==> config.mk <==
export PLATFORM = sky130hd
export DESIGN_NAME = gfm_serial_mul
export DESIGN_NICKNAME = d
export VERILOG_FILES = /design/src/rtl/gfm_pkg.sv /design/src/rtl/gfm_rst_sync.sv /design/src/rtl/gfm_ctrl.sv /design/src/rtl/gfm_vreg.sv /design/src/rtl/gfm_zacc.sv /design/src/rtl/gfm_serial_mul.sv
export SDC_FILE = /design/constraint.sdc
export NUM_CORES = 1
export LEC_CHECK = 0
export ABC_AREA = 1
export BUFFER_PORTS_ARGS = -buffer_cell sky130_fd_sc_hd__buf_4
export CAP_MARGIN = 20
export CORE_MARGIN = 2
export CORE_UTILIZATION = 38
export CTS_CLUSTER_DIAMETER = 60
export DETAILED_ROUTE_END_ITERATION = 7
export PLACE_DENSITY_LB_ADDON = 0.15
export RECOVER_POWER = 25
export SLEW_MARGIN = 20
export SYNTH_ARGS = -nofsm -noshare
export SYNTH_HDL_FRONTEND = slang
export SYNTH_SLANG_ARGS = --single-unit
==> constraint.sdc <==
create_clock -name clk -period 24.4 [get_ports clk]
set_input_delay 2.44 -clock clk [delete_from_list [all_inputs] [get_ports clk]]
set_output_delay 2.44 -clock clk [all_outputs]
set_load 0.05 [all_outputs]
==> src/rtl/gfm_pkg.sv <==
package gfm_pkg;

  // Controller phases of the bit-serial multiply.
  typedef enum logic [0:0] {
    GFM_IDLE = 1'b0,
    GFM_RUN  = 1'b1
  } gfm_phase_e;

endpackage

==> src/rtl/gfm_rst_sync.sv <==
// Asserts asynchronously, releases on the clock after STAGES edges.
module gfm_rst_sync #(
  parameter int STAGES = 2
) (
  input  logic clk,
  input  logic rst_ni,
  output logic rst_no
);

  logic [STAGES-1:0] sync_q;

  always_ff @(posedge clk or negedge rst_ni) begin
    if (!rst_ni) begin
      sync_q <= '0;
    end else begin
      sync_q <= {sync_q[STAGES-2:0], 1'b1};
    end
  end

  assign rst_no = sync_q[STAGES-1];

endmodule

==> src/rtl/gfm_ctrl.sv <==
// Sequencer: accepts a start when idle, issues ITERS step enables,
// then a single-cycle done.
module gfm_ctrl
  import gfm_pkg::*;
#(
  parameter int ITERS = 128
) (
  input  logic clk,
  input  logic rst_n,
  input  logic start_i,
  output logic load_o,
  output logic step_o,
  output logic busy_o,
  output logic done_o
);

  localparam int CNT_W = (ITERS > 1) ? $clog2(ITERS) : 1;
  localparam logic [CNT_W-1:0] LAST_CNT = CNT_W'(ITERS - 1);

  gfm_phase_e       phase_q, phase_d;
  logic [CNT_W-1:0] cnt_q, cnt_d;
  logic             done_q, done_d;
  logic             cnt_en;
  logic             last_step;

  assign load_o    = (phase_q == GFM_IDLE) && start_i;
  assign step_o    = (phase_q == GFM_RUN);
  assign last_step = step_o && (cnt_q == LAST_CNT);
  assign cnt_en    = load_o || step_o;

  always_comb begin
    phase_d = phase_q;
    cnt_d   = cnt_q;
    done_d  = 1'b0;
    if (load_o) begin
      phase_d = GFM_RUN;
      cnt_d   = '0;
    end else if (step_o) begin
      cnt_d = cnt_q + 1'b1;
      if (last_step) begin
        phase_d = GFM_IDLE;
        done_d  = 1'b1;
      end
    end
  end

  always_ff @(posedge clk or negedge rst_n) begin
    if (!rst_n) begin
      phase_q <= GFM_IDLE;
      done_q  <= 1'b0;
    end else begin
      phase_q <= phase_d;
      done_q  <= done_d;
    end
  end

  always_ff @(posedge clk or negedge rst_n) begin
    if (!rst_n) begin
      cnt_q <= '0;
    end else if (cnt_en) begin
      cnt_q <= cnt_d;
    end
  end

  assign busy_o = step_o;
  assign done_o = done_q;

endmodule

==> src/rtl/gfm_vreg.sv <==
// Shifting multiplicand V with the reflected polynomial fold.
module gfm_vreg #(
  parameter int WIDE_W = 128,
  parameter int POLY_W = 16
) (
  input  logic              clk,
  input  logic              rst_n,
  input  logic              load_i,
  input  logic              step_i,
  input  logic [WIDE_W-1:0] y_i,
  input  logic [POLY_W-1:0] poly_i,
  output logic [WIDE_W-1:0] v_o
);

  localparam int FOLD_LSB = WIDE_W - POLY_W;

  logic [WIDE_W-1:0] v_q, v_d, v_shift;
  logic [POLY_W-1:0] poly_q;
  logic              v_en;

  assign v_en = load_i || step_i;

  // Right shift across the word pair; a zero enters the top.
  always_comb begin
    v_shift = {1'b0, v_q[WIDE_W-1:1]};
    if (v_q[0]) begin
      v_shift[WIDE_W-1:FOLD_LSB] = v_shift[WIDE_W-1:FOLD_LSB] ^ poly_q;
    end
  end

  always_comb begin
    if (load_i) begin
      v_d = y_i;
    end else begin
      v_d = v_shift;
    end
  end

  always_ff @(posedge clk or negedge rst_n) begin
    if (!rst_n) begin
      v_q <= '0;
    end else if (v_en) begin
      v_q <= v_d;
    end
  end

  always_ff @(posedge clk or negedge rst_n) begin
    if (!rst_n) begin
      poly_q <= '0;
    end else if (load_i) begin
      poly_q <= poly_i;
    end
  end

  assign v_o = v_q;

endmodule

==> src/rtl/gfm_zacc.sv <==
// Multiplier-bit shifter and accumulator Z.
module gfm_zacc #(
  parameter int WIDE_W = 128
) (
  input  logic              clk,
  input  logic              rst_n,
  input  logic              load_i,
  input  logic              step_i,
  input  logic [WIDE_W-1:0] x_i,
  input  logic [WIDE_W-1:0] v_i,
  output logic [WIDE_W-1:0] z_o
);

  logic [WIDE_W-1:0] x_q, x_d;
  logic [WIDE_W-1:0] z_q, z_d;
  logic              sel_bit;
  logic              reg_en;

  assign reg_en  = load_i || step_i;
  assign sel_bit = x_q[WIDE_W-1];

  always_comb begin
    if (load_i) begin
      x_d = x_i;
      z_d = '0;
    end else begin
      x_d = {x_q[WIDE_W-2:0], 1'b0};
      z_d = sel_bit ? (z_q ^ v_i) : z_q;
    end
  end

  always_ff @(posedge clk or negedge rst_n) begin
    if (!rst_n) begin
      x_q <= '0;
      z_q <= '0;
    end else if (reg_en) begin
      x_q <= x_d;
      z_q <= z_d;
    end
  end

  assign z_o = z_q;

endmodule

==> src/rtl/gfm_serial_mul.sv <==
module gfm_serial_mul #(
  parameter int WORD_W = 64,
  parameter int POLY_W = 16
) (
  input  logic              clk,
  input  logic              rst_n,
  input  logic              start_i,
  input  logic [WORD_W-1:0] x_hi_i,
  input  logic [WORD_W-1:0] x_lo_i,
  input  logic [WORD_W-1:0] y_hi_i,
  input  logic [WORD_W-1:0] y_lo_i,
  input  logic [POLY_W-1:0] poly_i,
  output logic              busy_o,
  output logic              done_o,
  output logic [WORD_W-1:0] res_hi_o,
  output logic [WORD_W-1:0] res_lo_o
);

  localparam int WIDE_W = 2 * WORD_W;
  localparam int ITERS  = WIDE_W;

  logic              rst_n_s;
  logic              load;
  logic              step;
  logic [WIDE_W-1:0] v_cur;
  logic [WIDE_W-1:0] z_cur;

  gfm_rst_sync #(.STAGES(2)) u_rst_sync (
    .clk    (clk),
    .rst_ni (rst_n),
    .rst_no (rst_n_s)
  );

  gfm_ctrl #(.ITERS(ITERS)) u_ctrl (
    .clk     (clk),
    .rst_n   (rst_n_s),
    .start_i (start_i),
    .load_o  (load),
    .step_o  (step),
    .busy_o  (busy_o),
    .done_o  (done_o)
  );

  gfm_vreg #(.WIDE_W(WIDE_W), .POLY_W(POLY_W)) u_vreg (
    .clk    (clk),
    .rst_n  (rst_n_s),
    .load_i (load),
    .step_i (step),
    .y_i    ({y_hi_i, y_lo_i}),
    .poly_i (poly_i),
    .v_o    (v_cur)
  );

  gfm_zacc #(.WIDE_W(WIDE_W)) u_zacc (
    .clk    (clk),
    .rst_n  (rst_n_s),
    .load_i (load),
    .step_i (step),
    .x_i    ({x_hi_i, x_lo_i}),
    .v_i    (v_cur),
    .z_o    (z_cur)
  );

  assign res_hi_o = z_cur[WIDE_W-1:WORD_W];
  assign res_lo_o = z_cur[WORD_W-1:0];

endmodule

==> results.toml, run 1 <==
[status]
status = "finished, violations left"
violations = "capacitance limit, slew limit"

[clocking]
post_cts_resize_count = 0
clock_latency_ps = 570
cts_tree = "yes"
cts-hold-fix-buffers = 0
clock_path_buffers = 3
cts_buffers = 47
cts_sinks = 411
cts_htree_levels = 2
clkTransAtPathRegs_ps = 60
root_buffer = "clkbuf_16"
post_cts_buffers = 0

[place]
placed_cell_area_um2 = 21600
place_ws_ps = 19190
hpwl_um = 33500
place.gp.congestion = 0.801
portBuffers = 404

[worst_setup_path]
reg2reg_from = "u_rst_sync.sync_q[1]"
critPathRequiredTime_ps = 25010
path_class = "reg2async"
cp-end-kind = "asynchronous set/reset pin"
critical_path.startpoint = "u_rst_sync.sync_q[1]"
cp_slowest_stage_delay_ps = 3150
path_max_fanout = 81
crit_arrival_ps = 8470
start_kind = "register"
cp_common_cell = "clkbuf_1"
crit_buf_inv = 3
critPathSlowestCell = "clkbuf_1"
path_cells = "clkbuf_1, clkbuf_1, buf_4"
cp_top_family = "buffers and inverters"

[routing]
drt-total-wl_um = 51900
first_pass_iters = 5
dr_total_vias = 15500
wire_per_inst_um = 16.6
final_antenna_net_count = 0
routed_via_density = 4.96
drc = 0
drt-initial-drc-count = 1248

[synthesis]
synth_nets = 2410
ys_ff_latch = 411
netlist_area_um2 = 18200
muxShareOfSynthArea_pct = 0
ys_types = 23
synth_seq_area_share_pct = 56.4
synth_top_family_by_area = "simple AND/OR/NAND/NOR gates"
ys_warn_count = 0
synthAdderAreaFrac_pct = 0.0686
synth_simple_gate_area_share_pct = 29.4
synth_cells = 2134
syn_avg_cell_area_um2 = 8.55
synth-compound-area-share_pct = 3.93
synth_xor_xnor_area_share_pct = 6.15

[floorplan]
initial_core_util_pct = 38.4
num_io_pins = 405
core_area_um2 = 47500
rows = 80
die_h_um = 223
die-width_um = 223
dieArea_um2 = 49800

[timing]
min_period_ps = 7860
skew_ps = 12.5
fin_setup_tns_ps = 0
report.final.hold_viol_count = 0
finalWorstSetupSlack_ps = 16540
post-route-period-util_pct = 32.2
slew_violations = 382
slew-limit-headroom_pct = -205
fin_worst_hold_slack_ps = 365
fmax_mhz = 127
tightest_slew_ps = 4570
setup_viol = 0
rsz0062_at_grt = "false"

[finish]
final_area_um2 = 23200
finalNetCount = 2745
finish.utilization_pct = 48.8
areaGrowthSynthToFinish_pct = 27.1
drive_above_1_share_pct = 19.9

[global_routing]
grt_overflow = 0
antenna_found_initial = 7
grt_first_pass_wirelength_um = 83300
grtUsageTotal_pct = 20.8
grt_pass1_vias = 15200
grt_max_degree = 122

[hold_path]
min_path_type = "reg2reg"
hold_path.startpoint = "u_rst_sync.sync_q[0]"

[job]
drv_cap = 6

[power_and_ir_drop]
peakVddDrop_mv = 0.0975
power_density_nw_per_um2 = 144
leakagePower_uw = 0.0112
==> routing by layer <==
layer  routed length (um)  share of wire [%]  track usage (%)  vias to the layer above
met2                24400                 47             32.9                      401
met4                  981                1.9             5.61                        4
met3                 3930                7.6             6.44                       64
met5                   30              0.058                0                        -
li1                     -                  -                -                     7552
met1                22500                 43             27.8                     7479
==> logic make-up (layout without fill, tap and decap cells) <==
family / after synthesis / after routing
xor gates and xnor gates: 128 / 128
AOI/OAI and AO/OA: 142 / 142
DFF: 411 / 411
other: 1 / 6
adders and majority gates: 1 / 1
buffers and inverters: 162 / 534
and+or+nand+nor: 1289 / 1289
==> final timing paths <==
path | to | slack [ps] | depth (start not counted)
max in group clk | u_zacc.z_o[77] | 17500 | 5
worst min-delay path | u_rst_sync.sync_q[1] | 370 | 0
min in group asynchronous | u_vreg.v_o[92] | 670 | 0
worst max-delay path | u_zacc.z_o[60] | 16540 | 3
worst max register to register | u_zacc.z_o[60] | 16540 | 3
worst min register to register | u_rst_sync.sync_q[1] | 370 | 0
==> synth_stat cells <==
library cell    n  area share (%)
buf_4           5            0.21
inv_1          24            0.49
nor2_1         11            0.23
nor2_2          1           0.034
xor2_1         22             1.1
conb_1          1           0.021
o21ai_0       118             3.2
clkbuf_1       40            0.82
ha_1            1           0.069
nand2_4         1           0.062
a21oi_1        15            0.41
o21ai_1         7            0.19
inv_2           2           0.041
buf_6           1           0.062
nand3_1       408              11
nor2_4          1           0.062
dfrtp_1       411              56
a22o_1          1           0.048
o211ai_1        1           0.041
buf_1          12            0.25
nand2_1       867              18
xnor2_1       106             5.1
buf_2          78             2.1
==> power by group <==
part | switching (uW) | internal [uW]
Sequential | 297 | 1020
Combinational | 787 | 489
Clock | 287 | 451
Total | 1370 | 1960
==> stage by stage <==
step | instances | total power, uW
finish | 3126 | 3330
global route | 3125 | 3560
CTS | 3121 | 3370
detailed placement | 3035 | 2610
global placement | 3035 | 2570
floorplan | 2134 | 2210
==> sequential cells by signal (all words and copies together) (netlist names) <==
| register | cells |
|---|---|
| u_ctrl.busy_o | 1 |
| u_vreg.v_o | 128 |
| u_zacc.z_o | 128 |
| u_rst_sync.sync_q | 2 |
| u_vreg.poly_q | 16 |
| u_ctrl.cnt_q | 7 |
| u_zacc.x_q | 128 |
| u_ctrl.done_o | 1 |
==> cell type report <==
cell class	count	area, um^2
clock buffer	70	1410
clock inverter	16	214
timing repair buffer	422	3150
fill	4593	24400
tap	615	769
sequential	411	10300
antenna	5	12.5
multi-input combinational	1561	7240
inverter	26	97.6
==> cell usage in the layout, fill, tap and decap left out, drive strengths merged, types with 13 or more instances in the layout <==
cell type | synthesis | final
clkbuf | 40 | 76
xnor2 | 106 | 106
xor2 | 22 | 22
nor2 | 13 | 13
inv | 26 | 27
buf | 96 | 416
nand2 | 868 | 868
o21ai | 125 | 125
nand3 | 408 | 408
a21oi | 15 | 15
dfrtp | 411 | 411
Note: power is estimated with default switching activity, not from simulation.
==> run 2: changes to the inputs <==
==> constraint.sdc (replaced) <==
create_clock -name clk -period 7.9 [get_ports clk]
set_input_delay 0.79 -clock clk [delete_from_list [all_inputs] [get_ports clk]]
set_output_delay 0.79 -clock clk [all_outputs]
set_load 0.05 [all_outputs]
==> run 2 against run 1 <==
The run still ends with capacitance limit, slew limit left. Hold slack improved by 4.6 ps. Critical path depth rose by 2. Design area fell by 0.62%. Clock power rose to 2.9 times the previous value. Non-clock buffer count fell by 7. Clock skew rose by 1.6 ps. Die area did not move.
==> results.toml, run 2 (synthesized netlist as in run 1, its figures left out) <==
[global_routing]
grt_pass1_vias = 15100
grt_util_met2_pct = 32.4
grt_first_pass_wirelength_um = 82400
grt_use_met3_pct = 5.83
antenna_found_initial = 6
grtUsageTotal_pct = 20.5
grt_max_degree = 209
grt.busiest_layer = "met2"
grt_overflow = 0
use_met1_pct = 27.0

[power_and_ir_drop]
power_density_nw_per_um2 = 439
leakagePower_uw = 0.0111
peakVddDrop_mv = 0.188
finalPower_uw = 10100

[routing]
dr_total_vias = 15500
first_pass_iters = 5
drt-initial-drc-count = 1101
wire_per_inst_um = 16.6
final_antenna_net_count = 0
drt-total-wl_um = 51500
drc = 0
routed_via_density = 5.00

[clocking]
cts_sinks = 411
root_buffer = "clkbuf_16"
clkTransAtPathRegs_ps = 60
cts_htree_levels = 2
clock_path_buffers = 3
clock_latency_ps = 570
cts_tree = "yes"
post_cts_resize_count = 0
cts_buffers = 47

[finish]
fin_cells = 3111
fillers = 4633
layout_common_cells = "nand2_1 (866), dfrtp_1 (410), nand3_1 (408), buf_4 (405), o21ai_0 (118)"
drive_above_1_share_pct = 19.3
final_common_cell = "nand2_1"
areaGrowthSynthToFinish_pct = 26.3
finalNetCount = 2738

[hold_path]
hold_path.startpoint = "u_rst_sync.sync_q[0]"
hold_depth = 0
whs_endpoint = "u_rst_sync.sync_q[1]"
min_path_type = "reg2reg"

[worst_setup_path]
r2r_slack_ps = 3530
path_max_fanout = 90
reg2reg_depth = 5
crit_arrival_ps = 4860
path_class = "reg2reg"
cp-end-kind = "register"
worstReg2RegEnd = "u_zacc.z_o[46]"
reg2reg_from = "u_ctrl.busy_o"
start_kind = "register"
critPathRequiredTime_ps = 8380

[place]
dp.cells = 3027
portBuffers = 404
hpwl_um = 32000
place.gp.congestion = 0.793
place_ws_ps = 4660

[floorplan]
core_area_um2 = 47500
dieArea_um2 = 49800
rows = 80
die_h_um = 223
num_io_pins = 405
die-width_um = 223
initial_core_util_pct = 38.4

[timing]
setup_viol = 0
slew_violations = 160
fin_worst_hold_slack_ps = 370
tightest_slew_ps = 2540
skew_ps = 14.1
fmax_mhz = 229
rsz0062_at_grt = "false"
post-route-period-util_pct = 55.3
finalWorstSetupSlack_ps = 3530
report.final.hold_viol_count = 0
min_period_ps = 4370
fin_setup_tns_ps = 0
slew-limit-headroom_pct = -69.3

[job]
drv_cap = 3

[status]
status = "finished, violations left"
violations = "capacitance limit, slew limit"
run 2: final cells by class:
class	instances	area, um^2	area share, %
well taps	615	769	3.34
multi-input cells	1561	7230	31.4
diodes	5	12.5	0.0543
clock inverters	6	55.1	0.239
inverters	26	97.6	0.424
repair buffers	415	3170	13.8
clock buffers	72	1410	6.13
flip-flops and latches	411	10300	44.6
run 2: per-layer routing:
layer | vias up | wire length [um]
met5 | - | 16
met4 | 2 | 1280
met3 | 82 | 3920
met2 | 383 | 24300
met1 | 7549 | 22000
li1 | 7527 | -
run 2: worst max-delay path, cell delays in order (launching register included):
cell     delay (ps)
dfrtp_1        1920
inv_2           250
nand2_4         860
buf_4           900
nand3_1         150
o21ai_0         140
run 2: stage by stage:
step | util, % | cell area [um^2]
global placement | 45.4 | 21600
floorplan | - | 18200
global route | 48.5 | 23000
detailed placement | 45.4 | 21600
CTS | 48.5 | 23000
finish | 48.5 | 23000
run 2: power by group:
| group | internal [uW] | switching, uW | total (uW) |
|---|---|---|---|
| clock | 1250 | 867 | 2120 |
| combinational | 1510 | 2430 | 3940 |
| sequential | 3140 | 923 | 4060 |
run 2: worst max path at each step:
stage	from	end	slack [ps]	cells past startpoint
2_1_floorplan	u_rst_sync.sync_q[1]	u_ctrl.busy_o	1200	0
6_report	u_ctrl.busy_o	u_zacc.z_o[46]	3530	5
3_5_place_dp	u_ctrl.busy_o	u_zacc.z_o[81]	4660	5
4_1_cts	u_ctrl.busy_o	u_zacc.z_o[46]	4620	5
3_3_place_gp	start_i	u_ctrl.cnt_q[5]	4670	8
5_1_grt	u_ctrl.busy_o	u_zacc.z_o[76]	3120	5
run 2: repair_timing:
| item | 4_1_cts | 5_1_grt |
|---|---|---|
| endpoints found under the setup margin | 0 | 0 |
| endpoints found under the hold margin | 2 | 0 |
| setup buffers | 0 | 0 |
| hold buffers | 1 | 0 |
